### src/rtl/stepper_pkg.sv
package stepper_pkg;

  typedef enum logic {
    DIR_REV = 1'b0,
    DIR_FWD = 1'b1
  } step_dir_e;

  typedef enum logic {
    MODE_FULL = 1'b0,
    MODE_HALF = 1'b1
  } step_mode_e;

endpackage

### src/rtl/stepper_phase_lut.sv
module stepper_phase_lut #(
  parameter int NUM_PHASES = 4,
  localparam int LEN   = 2 * NUM_PHASES,
  localparam int IDX_W = $clog2(LEN)
) (
  input  logic [IDX_W-1:0]        idx_i,
  output logic [2*NUM_PHASES-1:0] pattern_o
);

  logic [NUM_PHASES-1:0] coil [LEN];

  // Even positions energise one coil, odd positions energise that coil and the next.
  for (genvar i = 0; i < LEN; i++) begin : g_ent
    localparam int A = i / 2;
    localparam int B = (i / 2 + 1) % NUM_PHASES;
    if (i % 2 == 1) begin : g_pair
      assign coil[i] = (NUM_PHASES'(1) << A) | (NUM_PHASES'(1) << B);
    end else begin : g_single
      assign coil[i] = NUM_PHASES'(1) << A;
    end
  end

  assign pattern_o = {2{coil[idx_i]}};

endmodule

### src/rtl/stepper_pos_next.sv
module stepper_pos_next
  import stepper_pkg::*;
#(
  parameter int NUM_PHASES = 4,
  localparam int LEN   = 2 * NUM_PHASES,
  localparam int IDX_W = $clog2(LEN)
) (
  input  logic [IDX_W-1:0] pos_i,
  input  logic             step_i,
  input  logic             dir_i,
  input  logic             half_i,
  output logic [IDX_W-1:0] pos_nxt_o
);

  localparam logic [IDX_W:0] LEN_W = (IDX_W+1)'(LEN);

  logic [IDX_W:0] base;
  logic [IDX_W:0] inc;
  logic [IDX_W:0] fwd_sum;
  logic [IDX_W:0] fwd_pos;
  logic [IDX_W:0] rev_pos;

  always_comb begin
    // Full-step positions live on odd half-step units.
    if (half_i == MODE_HALF) begin
      base = {1'b0, pos_i};
      inc  = (IDX_W+1)'(1);
    end else begin
      base = {1'b0, pos_i} | (IDX_W+1)'(1);
      inc  = (IDX_W+1)'(2);
    end

    fwd_sum = base + inc;
    fwd_pos = (fwd_sum >= LEN_W) ? (fwd_sum - LEN_W) : fwd_sum;
    rev_pos = (base >= inc) ? (base - inc) : (base + LEN_W - inc);

    if (!step_i) begin
      pos_nxt_o = base[IDX_W-1:0];
    end else if (dir_i == DIR_FWD) begin
      pos_nxt_o = fwd_pos[IDX_W-1:0];
    end else begin
      pos_nxt_o = rev_pos[IDX_W-1:0];
    end
  end

endmodule

### src/rtl/stepper_phase_seq.sv
module stepper_phase_seq #(
  parameter int NUM_PHASES = 4,
  localparam int LEN   = 2 * NUM_PHASES,
  localparam int IDX_W = $clog2(LEN),
  localparam int OUT_W = 2 * NUM_PHASES
) (
  input  logic             clk,
  input  logic             rst_n,
  input  logic             step_i,
  input  logic             dir_i,
  input  logic             half_i,
  output logic [OUT_W-1:0] phase_o
);

  localparam logic [OUT_W-1:0] RST_PATTERN = {2{{(NUM_PHASES-1){1'b0}}, 1'b1}};

  logic             rst_meta_n;
  logic             rst_sync_n;
  logic [IDX_W-1:0] pos_q;
  logic [IDX_W-1:0] pos_nxt;
  logic [OUT_W-1:0] pattern_nxt;
  logic [OUT_W-1:0] phase_q;
  logic             upd_en;

  // Reset asserts at once and is released on a clock edge.
  always_ff @(posedge clk or negedge rst_n) begin
    if (!rst_n) begin
      rst_meta_n <= 1'b0;
      rst_sync_n <= 1'b0;
    end else begin
      rst_meta_n <= 1'b1;
      rst_sync_n <= rst_meta_n;
    end
  end

  stepper_pos_next #(.NUM_PHASES(NUM_PHASES)) u_next (
    .pos_i     (pos_q),
    .step_i    (step_i),
    .dir_i     (dir_i),
    .half_i    (half_i),
    .pos_nxt_o (pos_nxt)
  );

  stepper_phase_lut #(.NUM_PHASES(NUM_PHASES)) u_lut (
    .idx_i     (pos_nxt),
    .pattern_o (pattern_nxt)
  );

  // Registers update on a step, or in full-step mode so that an even position snaps.
  assign upd_en = step_i | ~half_i;

  always_ff @(posedge clk or negedge rst_sync_n) begin
    if (!rst_sync_n) begin
      pos_q   <= '0;
      phase_q <= RST_PATTERN;
    end else if (upd_en) begin
      pos_q   <= pos_nxt;
      phase_q <= pattern_nxt;
    end
  end

  assign phase_o = phase_q;

endmodule

### config.mk
export PLATFORM = sky130hd
export DESIGN_NAME = stepper_phase_seq
export DESIGN_NICKNAME = d
export VERILOG_FILES = /design/src/rtl/stepper_pkg.sv /design/src/rtl/stepper_phase_lut.sv /design/src/rtl/stepper_pos_next.sv /design/src/rtl/stepper_phase_seq.sv
export SDC_FILE = /design/constraint.sdc
export NUM_CORES = 1
export LEC_CHECK = 0
export ABC_CLOCK_PERIOD_IN_PS = 2400
export BUFFER_PORTS_ARGS = -buffer_cell sky130_fd_sc_hd__buf_2
export CORE_AREA = 2 2 39 41
export CTS_CLUSTER_SIZE = 28
export DETAILED_ROUTE_END_ITERATION = 16
export DIE_AREA = 0 0 41 43
export GPL_TIMING_DRIVEN = 0
export PLACE_DENSITY = 0.65
export SLEW_MARGIN = 30
export SYNTH_ARGS = -nofsm -noshare
export SYNTH_HDL_FRONTEND = slang
export SYNTH_SLANG_ARGS = --single-unit
### constraint.sdc
create_clock -name clk -period 2.4 [get_ports clk]
set_clock_uncertainty 0.15 [all_clocks]
set_input_delay 0.12 -clock clk [delete_from_list [all_inputs] [get_ports clk]]
set_output_delay 0.12 -clock clk [all_outputs]
set_load 0.01 [all_outputs]
==> run metrics <==
status=finished clean; Critical R2R Launch=pos_q[0]; Pwr Total=0.745 mW; 1st-pass router iterations=4; num rows=14; RePlAce Congestion=0.812; Hold Crit Class=input pin to register; WS Path Type=input pin to register; buffers added on ports=11; Hold Fails Final Rpt=0; total negative slack=0 ns; 1st-iter DRT viols=10; largest net degree at the start of global routing=7; Worst-Skew Late Latency=0.26 ns; CTS resizes=0; Design Area, Final=666 sq um; Power Dens Cells=1120 nW/um^2; initial antenna violation count=0; layout cell share with drive strength beyond 1=40.6%; DIE AREA=1760 sq um; Global Route Usage Sum=14.1%; gr ovfl total=0; hold depth=3; Syn Std Cell Area=534 sq um; deepest clock path buffer count=2; delay-heaviest family, CP=buffers and inverters; slowest CP cell=dlygate4sd3_1; Hold Startpoint=step_i; WP data required=2.44 ns; Peak VDD IR=496 uV; Leakage=0.318 nW; vias in the first global route=396; Worst Path Buf+Inv=4; max_cap viols=0; Post-DP HPWL=762 um; Worst Setup SP=half_i; most common cell after layout, fill and taps aside=buf_2; vias=421; Final Setup Violations=0; antenna cell count=0; area post-placement=609 sq um; ANT nets after route=0; DRC violations left=0; Synthesis Warnings=0; drt via density=4.95; setup repair after global routing missed its margin=no; H-Tree Depth=1; Inserted Clock Buffers=3; crit path max fanout=6; post-synthesis sequential area ratio=42.4%; hold_buf cts=3; R2R depth=6; CTS tree=built; Final Cycle Share=87.4%; Yosys reg bits=9; # clock sinks=9; P&R area growth vs syn=24.6%; Cells after Synth=51; final slew viol count=0; core area=1380 sq um; syn_area_per_cell=10.5 sq um; net count after synthesis=58; critical path launch point type=input pin; Top Ports=13; placed insts=78; CP Cell Sequence=dlygate4sd3_1 -> buf_2 -> inv_1 -> nor2_1 -> fa_1 -> mux2i_1 -> mux2i_2 -> inv_2 -> nand4_1 -> a31oi_1; CP Data Arrival Time=2.13 ns; global-route wire length before repair=1660 um; cell count along the critical path=10; WL/cell=11.4 um; total routed wirelength=965 um; Crit. End Element=register; fmax=0.477 GHz; commonest cells after routing, fill and taps aside=11 x buf_2, 8 x dfrtp_1, 6 x nand2_1; Final Critical Period=2.10 ns; Clk pin slew, worst setup/hold paths=0.06 ns; Crit path largest cell delay=0.52 ns; die height=43 um; initial core utilization=38.6%; post-CTS setup buffer count=0; # nets final=77; distinct cell type count after synthesis=27; CTS root buf=clkbuf_4; Final Non-Filler Cells=85; die width=41 um
## final timing paths
path | to | slack (ns)
worst max-delay path | phase_o[6] | 0.30
worst min-delay path | pos_q[1] | 0.01
worst max register to register | phase_o[3] | 0.50
worst min register to register | phase_o[4] | 0.05
max in group asynchronous | phase_o[3] | 1.34
min in group asynchronous | rst_sync_n | 0.02
## worst register-to-register path, cell delays in order (launching register included)
cell and delay, ns:
dfrtp_1 0.41, nand2_1 0.09, fa_1 0.38, and2_2 0.24, o31ai_4 0.23, nand2_2 0.10
a22o_1 0.19
## where the power goes
part	internal, mW	switching, mW	total, mW
Clock	0.0640	0.0516	0.116
Combinational	0.184	0.184	0.368
Sequential	0.213	0.0480	0.261
## final cells by class
class | count | area (sq um)
plain buffers | 5 | 41.3
clock buffers | 4 | 26.3
fillers | 140 | 718
inverters | 5 | 21.3
multi-input cells | 32 | 245
flip-flops and latches | 9 | 226
well taps | 16 | 20.0
repair buffers | 14 | 85.1
## cell usage after synthesis
library cell | instances | area share [%]
nand2_2 | 1 | 1.2
o211ai_1 | 1 | 1.4
a32o_2 | 1 | 2.1
buf_4 | 4 | 5.6
a22o_1 | 1 | 1.6
and2_2 | 1 | 1.4
nor4_2 | 1 | 2.3
mux2i_2 | 1 | 2.6
fa_1 | 2 | 7.5
nor2b_1 | 1 | 1.2
buf_6 | 1 | 2.1
dfrtp_1 | 8 | 37
nand4_1 | 2 | 2.3
nand2_1 | 6 | 4.2
nor2_1 | 4 | 2.8
inv_1 | 3 | 2.1
o21ai_1 | 2 | 1.9
o2111ai_1 | 1 | 1.6
xnor2_1 | 1 | 1.6
a31oi_1 | 2 | 2.3
dfstp_2 | 1 | 4.9
mux2i_1 | 1 | 1.9
or2_1 | 1 | 1.2
inv_4 | 1 | 1.2
o31ai_4 | 1 | 4.0
inv_2 | 1 | 0.70
conb_1 | 1 | 0.70
## sequential cells by signal, indices dropped and copies added (netlist names)
signal	cells
pos_q	3
phase_o	4
rst_meta_n	1
rst_sync_n	1
## layer usage
| layer | vias up | track usage (%) | wire length [um] | part of all wire (%) |
|---|---|---|---|---|
| met5 | - | 0 | 0 | 0 |
| met4 | 0 | 7.33 | 13 | 1.3 |
| li1 | 206 | - | - | - |
| met3 | 2 | 5.24 | 51 | 5.3 |
| met2 | 16 | 19.1 | 472 | 49 |
| met1 | 197 | 19.1 | 427 | 44 |
## stage by stage
step                hold slack [ns]  util, %  setup WS (ns)
finish                       0.0149     48.1          0.303
global route                 0.0284     48.1          0.161
detailed placement           -0.242     44.0          0.522
global placement             -0.244     44.0          0.547
CTS                         0.00120     48.1          0.299
floorplan                    -0.326        -          0.645
## cells by family after synthesis
logic type / after synthesis / synth area share (%)
compound gates: 9 / 15.0
xor+xnor: 1 / 1.64
fa+ha+maj: 2 / 7.49
buf+inv: 10 / 11.7
flops: 9 / 42.4
mux: 2 / 4.45
other cells: 1 / 0.702
simple gates: 17 / 16.6
Note: power is estimated with default switching activity, not from simulation.
